===== config.mk =====
export PLATFORM = sky130hd
export DESIGN_NAME = plane_param_unit
export DESIGN_NICKNAME = d
export VERILOG_FILES = /design/src/rtl/plane_pkg.sv /design/src/rtl/plane_grad_mac.sv /design/src/rtl/plane_slope_scale.sv /design/src/rtl/plane_param_unit.sv
export SDC_FILE = /design/constraint.sdc
export NUM_CORES = 1
export LEC_CHECK = 0
export ABC_CLOCK_PERIOD_IN_PS = 8650
export BUFFER_PORTS_ARGS = -buffer_cell sky130_fd_sc_hd__buf_2
export CORE_UTILIZATION = 30
export CTS_CLUSTER_DIAMETER = 100
export DETAILED_ROUTE_END_ITERATION = 6
export GPL_TIMING_DRIVEN = 0
export PLACE_DENSITY = 0.5
export SYNTH_ARGS = -nofsm -noshare
export SYNTH_HDL_FRONTEND = slang
export SYNTH_SLANG_ARGS = --single-unit

===== constraint.sdc =====
create_clock -name clk -period 8.65 [get_ports clk]
set_clock_uncertainty 0.05 [all_clocks]
set_input_delay 0.865 -clock clk [delete_from_list [all_inputs] [get_ports clk]]
set_output_delay 0.865 -clock clk [all_outputs]
set_load 0.005 [all_outputs]

===== src/rtl/plane_pkg.sv =====
package plane_pkg;
    localparam int PIX_W   = 8;
    localparam int N_PIX   = 16;
    localparam int HALF    = N_PIX / 2;
    localparam int ACC_W   = 18;
    localparam int STEP_W  = $clog2(HALF + 1);
    localparam int PIX_MAX = (1 << PIX_W) - 1;
    localparam int RAW_MAX = (HALF * (HALF + 1) / 2) * PIX_MAX;

    typedef logic [N_PIX-1:0][PIX_W-1:0] pix_line_t;
    typedef logic signed [ACC_W-1:0]     grad_t;

    typedef enum logic [1:0] {
        SC_ROUND64 = 2'd0,
        SC_SHIFTQ  = 2'd1,
        SC_TRUNC   = 2'd2,
        SC_RSVD    = 2'd3
    } scale_sel_t;

    typedef enum logic [1:0] {
        ST_IDLE = 2'd0,
        ST_RUN  = 2'd1,
        ST_FIN  = 2'd2
    } unit_state_t;

    typedef struct packed {
        grad_t h;
        grad_t v;
    } grad_pair_t;

    function automatic grad_t base_term(input logic [PIX_W-1:0] a, input logic [PIX_W-1:0] b);
        grad_t s;
        s = grad_t'(a) + grad_t'(b) + grad_t'(1);
        return s <<< 4;
    endfunction
endpackage


===== src/rtl/plane_grad_mac.sv =====
module plane_grad_mac
    import plane_pkg::*;
(
    input  logic                clk,
    input  logic                rst,
    input  logic                clear,
    input  logic                en,
    input  logic [STEP_W-1:0]   idx,
    input  pix_line_t           line,
    input  logic [PIX_W-1:0]    corner,
    output grad_t               acc
);
    logic [PIX_W-1:0] hi_px, lo_px;
    grad_t            diff, term;

    always_comb begin
        hi_px = line[(HALF - 1) + int'(idx)];
        if (int'(idx) == HALF)
            lo_px = corner;
        else
            lo_px = line[(HALF - 1) - int'(idx)];
        diff = grad_t'(hi_px) - grad_t'(lo_px);
        term = diff * grad_t'(idx);
    end

    always_ff @(posedge clk) begin
        if (rst || clear)
            acc <= '0;
        else if (en)
            acc <= acc + term;
    end

    p_acc_range_r1: assert property (@(posedge clk) disable iff (rst)
        (acc <= grad_t'(RAW_MAX)) && (acc >= -grad_t'(RAW_MAX)));
endmodule


===== src/rtl/plane_slope_scale.sv =====
module plane_slope_scale
    import plane_pkg::*;
(
    input  grad_t      raw,
    input  scale_sel_t sel,
    output grad_t      scaled
);
    localparam grad_t FOUR    = grad_t'(4);
    localparam grad_t SIXTEEN = grad_t'(16);

    grad_t m0_sum, m1_sum, q4, q4x5;

    always_comb begin
        m0_sum = (raw <<< 2) + raw + grad_t'(32);
        m1_sum = raw + (raw >>> 2);
        q4     = raw / FOUR;
        q4x5   = (q4 <<< 2) + q4;
        unique case (sel)
            SC_SHIFTQ: scaled = m1_sum >>> 4;
            SC_TRUNC:  scaled = q4x5 / SIXTEEN;
            default:   scaled = m0_sum >>> 6;
        endcase
    end

    always_comb begin
        if (sel == SC_TRUNC)
            p_trunc_sign_r6: assert ((raw >= 0) ? (scaled >= 0) : (scaled <= 0));
    end
endmodule


===== src/rtl/plane_param_unit.sv =====
module plane_param_unit
    import plane_pkg::*;
(
    input  logic                      clk,
    input  logic                      rst,
    input  logic                      start,
    input  logic [1:0]                mode,
    input  logic [N_PIX*PIX_W-1:0]    top_px,
    input  logic [N_PIX*PIX_W-1:0]    left_px,
    input  logic [PIX_W-1:0]          corner,
    output logic                      done,
    output logic signed [ACC_W-1:0]   slope_h,
    output logic signed [ACC_W-1:0]   slope_v,
    output logic [ACC_W-1:0]          base_out
);
    unit_state_t       state;
    logic [STEP_W-1:0] step;
    scale_sel_t        sel_q;
    pix_line_t         line_q [2];
    logic [PIX_W-1:0]  corner_q;
    logic              accept;
    grad_pair_t        raw, scl;
    grad_t             raw_arr [2];
    grad_t             scl_arr [2];

    assign accept = start && (state == ST_IDLE);

    for (genvar a = 0; a < 2; a++) begin : g_axis
        plane_grad_mac u_mac (
            .clk    (clk),
            .rst    (rst),
            .clear  (accept),
            .en     (state == ST_RUN),
            .idx    (step),
            .line   (line_q[a]),
            .corner (corner_q),
            .acc    (raw_arr[a])
        );
        plane_slope_scale u_scale (
            .raw    (raw_arr[a]),
            .sel    (sel_q),
            .scaled (scl_arr[a])
        );
    end

    assign raw.h = raw_arr[0];
    assign raw.v = raw_arr[1];
    assign scl.h = scl_arr[0];
    assign scl.v = scl_arr[1];

    always_ff @(posedge clk) begin
        if (rst) begin
            state     <= ST_IDLE;
            step      <= '0;
            sel_q     <= SC_ROUND64;
            line_q[0] <= '0;
            line_q[1] <= '0;
            corner_q  <= '0;
            done      <= 1'b0;
            slope_h   <= '0;
            slope_v   <= '0;
            base_out  <= '0;
        end else begin
            unique case (state)
                ST_IDLE: if (start) begin
                    line_q[0] <= pix_line_t'(top_px);
                    line_q[1] <= pix_line_t'(left_px);
                    corner_q  <= corner;
                    sel_q     <= scale_sel_t'(mode);
                    step      <= STEP_W'(1);
                    done      <= 1'b0;
                    state     <= ST_RUN;
                end
                ST_RUN: begin
                    step <= step + STEP_W'(1);
                    if (int'(step) == HALF)
                        state <= ST_FIN;
                end
                ST_FIN: begin
                    if (sel_q == SC_TRUNC) begin
                        slope_h <= scl.v;
                        slope_v <= scl.h;
                    end else begin
                        slope_h <= scl.h;
                        slope_v <= scl.v;
                    end
                    base_out <= base_term(line_q[0][N_PIX-1], line_q[1][N_PIX-1]);
                    done     <= 1'b1;
                    state    <= ST_IDLE;
                end
                default: state <= ST_IDLE;
            endcase
        end
    end

    p_done_clear_r8: assert property (@(posedge clk) disable iff (rst)
        (state == ST_IDLE && start) |=> (!done && state == ST_RUN));

    p_hold_r9: assert property (@(posedge clk) disable iff (rst)
        (done && !start) |=> (done && $stable(slope_h) && $stable(slope_v) && $stable(base_out)));

    p_busy_ignore_r10: assert property (@(posedge clk) disable iff (rst)
        (state == ST_RUN && int'(step) != HALF) |=> (state == ST_RUN && step == $past(step) + STEP_W'(1)));

    p_raw_pair_r2: assert property (@(posedge clk) disable iff (rst)
        (state == ST_FIN) |-> ((raw.h <= grad_t'(RAW_MAX)) && (raw.v >= -grad_t'(RAW_MAX))));
endmodule


==> results.cfg <==
[outcome]
status = complete, no violations

[die]
io_pins = 324
die_area_um2 = 96700
core_um2 = 93900
die_h_um = 311
die_x_um = 311
rows = 112
initial_core_util_pct = 30.5

[timing]
setup_viol = 0
slew_viol_final = 0
fmax_mhz = 121
tightestPinTransition_ns = 1.36
fin_crit_sh_pct = 95.5
whs_ns = 0.391
worst_slack_ns = 0.391
hold_viol = 0
slew_headroom_pct = 9.36
period_needed_ns = 8.26

[synth]
netlist_area_um2 = 28600
synth_top_area_share_pct = 26.8
synth_compound_area_share_pct = 12.0
synth_area_leaders = edfxtp_1 27%, mux4_2 11%, ha_1 8.7%
synth_common_cells = 274 x and3_1, 258 x nand2_1, 256 x edfxtp_1, 201 x inv_1, 200 x ha_1
yosys.cell_count.top_type = and3_1
synth_mux_area_share_pct = 11.7
synthFlopType = edfxtp_1
synthXorXnorAreaFrac_pct = 4.77
async_flop_share_pct = 0
ys_warn_count = 0
synth_simple_gate_area_share_pct = 16.4
synth.avg_cell_area_um2 = 10.3
synth.distinct_cells = 86
syn-instance-count = 2778
synth_edf_count = 256
synth-seq-cells = 354
synth_top_area_cell = edfxtp_1
synth_top_family_by_area = simple AND/OR/NAND/NOR gates
synthAdderAreaFrac_pct = 16.4
synth.yosys.seq_area_share_pct = 33.7

[cts]
path_clk_slew_ns = 0.06
cts_tree = done
clk_latency_ns = 0.61
cts.sinks = 354
cts_buffers = 44
cts-root-buf = clkbuf_16
ctsHoldBuffers = 0
htree_levels = 2
clk_path_buf_depth = 3

[place]
routabilityCongestion = 0.925
port_buffers = 313
dpl.hpwl_um = 81500
dp_slack_ns = -2.57

[hold_path]
holdPathStages = 2
min_from = slope_h[15]$_SDFFE_PP0P_
hp-class = flip-flop to flip-flop
worst_hold_path.endpoint = slope_h[15]$_SDFFE_PP0P_

[global_route]
grt_pass1_wl_um = 149000
grt_max_degree = 118
overflow = 0
antenna_found_initial = 3
grt_pass1_vias = 23300
grt_usage_pct = 20.4

[setup_path]
cp-end-kind = flip-flop
path_common_cell = inv_1
cp_max_fo = 10
slowest_delay_ns = 0.54
worst-r2r-cell-count = 36
r2r_end = g_axis[1].u_mac.acc[17]$_SDFFE_PP0P_
crit_required_ns = 9.09
crit_path_top_delay_cell = fa_1
cp.arrival_ns = 8.70
rr_startpoint = step[0]$_SDFFE_PP0P_
r2r_slack_ns = 0.39
critPathLaunchType = flip-flop
crit_type = flip-flop to flip-flop

[flow_run]
drv_cap = 0

[power]
p_int_mw = 3.91
clkPwrFrac_pct = 32.5
combPwrFrac_pct = 32.8
power_density_nw_per_um2 = 178
ir_worst_vdd_mv = 0.170
p_sw_share_pct = 34.7
p_seq_share_pct = 34.6
p_leak_nw = 15.1
p_switching_mw = 2.08

[detailed_routing]
wl_um = 101000
wl_per_cell_um = 22.6
drc_errors = 0
first_pass_iters = 6
drt_iter0_drc = 1913
vias_per_cell = 5.25
ant_nets = 0
vias = 23300

[final_layout]
final_layout_size_suffix_gt1_share_pct = 19.7
postLayoutCoreUtil_pct = 35.9
layout.nets = 3731
syn_to_final_growth_pct = 17.7
-- worst max-delay path: cells and delay by family (launching register included) --
family / cells / cell delay (ns)
adder cells (fa/ha/maj): 7 / 2.82
AO/OA/AOI/OAI: 11 / 1.99
buffers and inverters: 12 / 1.52
multiplexers: 2 / 0.81
flip-flops: 1 / 0.35
AND/OR/NAND/NOR: 3 / 0.33
XOR/XNOR: 1 / 0.21
-- layout by cell type (no fill, tap or decap), types with 42 or more instances in the layout --
cell type / count
buf_2: 317
and3_1: 274
nand2_1: 258
edfxtp_1: 256
inv_1: 201
ha_1: 199
a21oi_1: 169
mux4_2: 144
clkbuf_1: 134
nor2_1: 113
fa_1: 109
dfxtp_1: 98
xnor2_1: 97
o21ai_0: 76
and2_1: 65
xor2_1: 57
nand3_1: 52
clkbuf_16: 46
a31oi_1: 42
-- kinds of logic after synthesis --
| family | Yosys count |
|---|---|
| AND/OR/NAND/NOR | 904 |
| AO/OA/AOI/OAI | 527 |
| buffers and inverters | 372 |
| flip-flops | 354 |
| adder cells (fa/ha/maj) | 309 |
| XOR/XNOR | 156 |
| multiplexers | 155 |
| other | 1 |
-- final cells by class --
class / instances / area [um2]
inverters: 203 / 762
fillers: 9586 / 60200
multi-input cells: 2060 / 17700
diodes: 3 / 7.51
repair buffers: 321 / 1670
clock buffers: 54 / 1190
clock inverters: 26 / 337
well taps: 1254 / 1570
flip-flops and latches: 354 / 9650
plain buffers: 169 / 811
-- registers in the layout (all words and copies together) (netlist names) --
signal            count
base_out              9
slope_v              18
sel_q                 2
g_axis.u_mac.acc     36
done                  1
slope_h              18
state                 2
step                  4
corner_q              8
line_q              256
-- metrics by stage --
step	std cells	setup TNS, ns	power (mW)	area, um2
finish	4444	0	5.99	33700
global route	4441	-0.0166	6.29	33700
CTS	4437	0	5.99	33600
detailed placement	4355	-42.97	4.02	31900
global placement	4353	-45.75	4.04	31800
floorplan	2786	0	3.39	28700
-- power groups by stage --
stage / sequential (mW) / combinational [mW] / clock (mW)
final: 2.07 / 1.97 / 1.95
after global routing: 2.08 / 2.17 / 2.03
after CTS: 2.07 / 1.95 / 1.97
after detailed placement: 2.11 / 1.92 / 0
after global placement: 2.12 / 1.91 / 0
after floorplan: 2.05 / 1.34 / 0
-- worst max-delay path by stage --
stage | startpoint | to | slack [ns] | depth (start not counted)
3_3_place_gp | step[0]$_SDFFE_PP0P_ | g_axis[1].u_mac.acc[16]$_SDFFE_PP0P_ | -2.72 | 32
4_1_cts | step[0]$_SDFFE_PP0P_ | g_axis[1].u_mac.acc[16]$_SDFFE_PP0P_ | 0.001 | 32
5_1_grt | step[0]$_SDFFE_PP0P_ | g_axis[1].u_mac.acc[17]$_SDFFE_PP0P_ | -0.02 | 36
3_5_place_dp | step[0]$_SDFFE_PP0P_ | g_axis[1].u_mac.acc[17]$_SDFFE_PP0P_ | -2.57 | 34
2_1_floorplan | step[0]$_SDFFE_PP0P_ | g_axis[1].u_mac.acc[16]$_SDFFE_PP0P_ | 0.14 | 33
6_report | step[0]$_SDFFE_PP0P_ | g_axis[1].u_mac.acc[17]$_SDFFE_PP0P_ | 0.39 | 36
-- timing repair --
action,in CTS,in global routing
resized for setup,48,29
setup endpoints to repair,29,13
setup buffers,2,4
pin swaps,1,8
-- per-layer routing --
| layer | global-route usage, % | part of all wire (%) |
|---|---|---|
| met1 | 27.5 | 44 |
| met2 | 32.8 | 46 |
| met3 | 3.45 | 6.9 |
| met4 | 7.18 | 3.8 |
| met5 | 0 | 0.013 |
(Power assumes the default switching activity.)
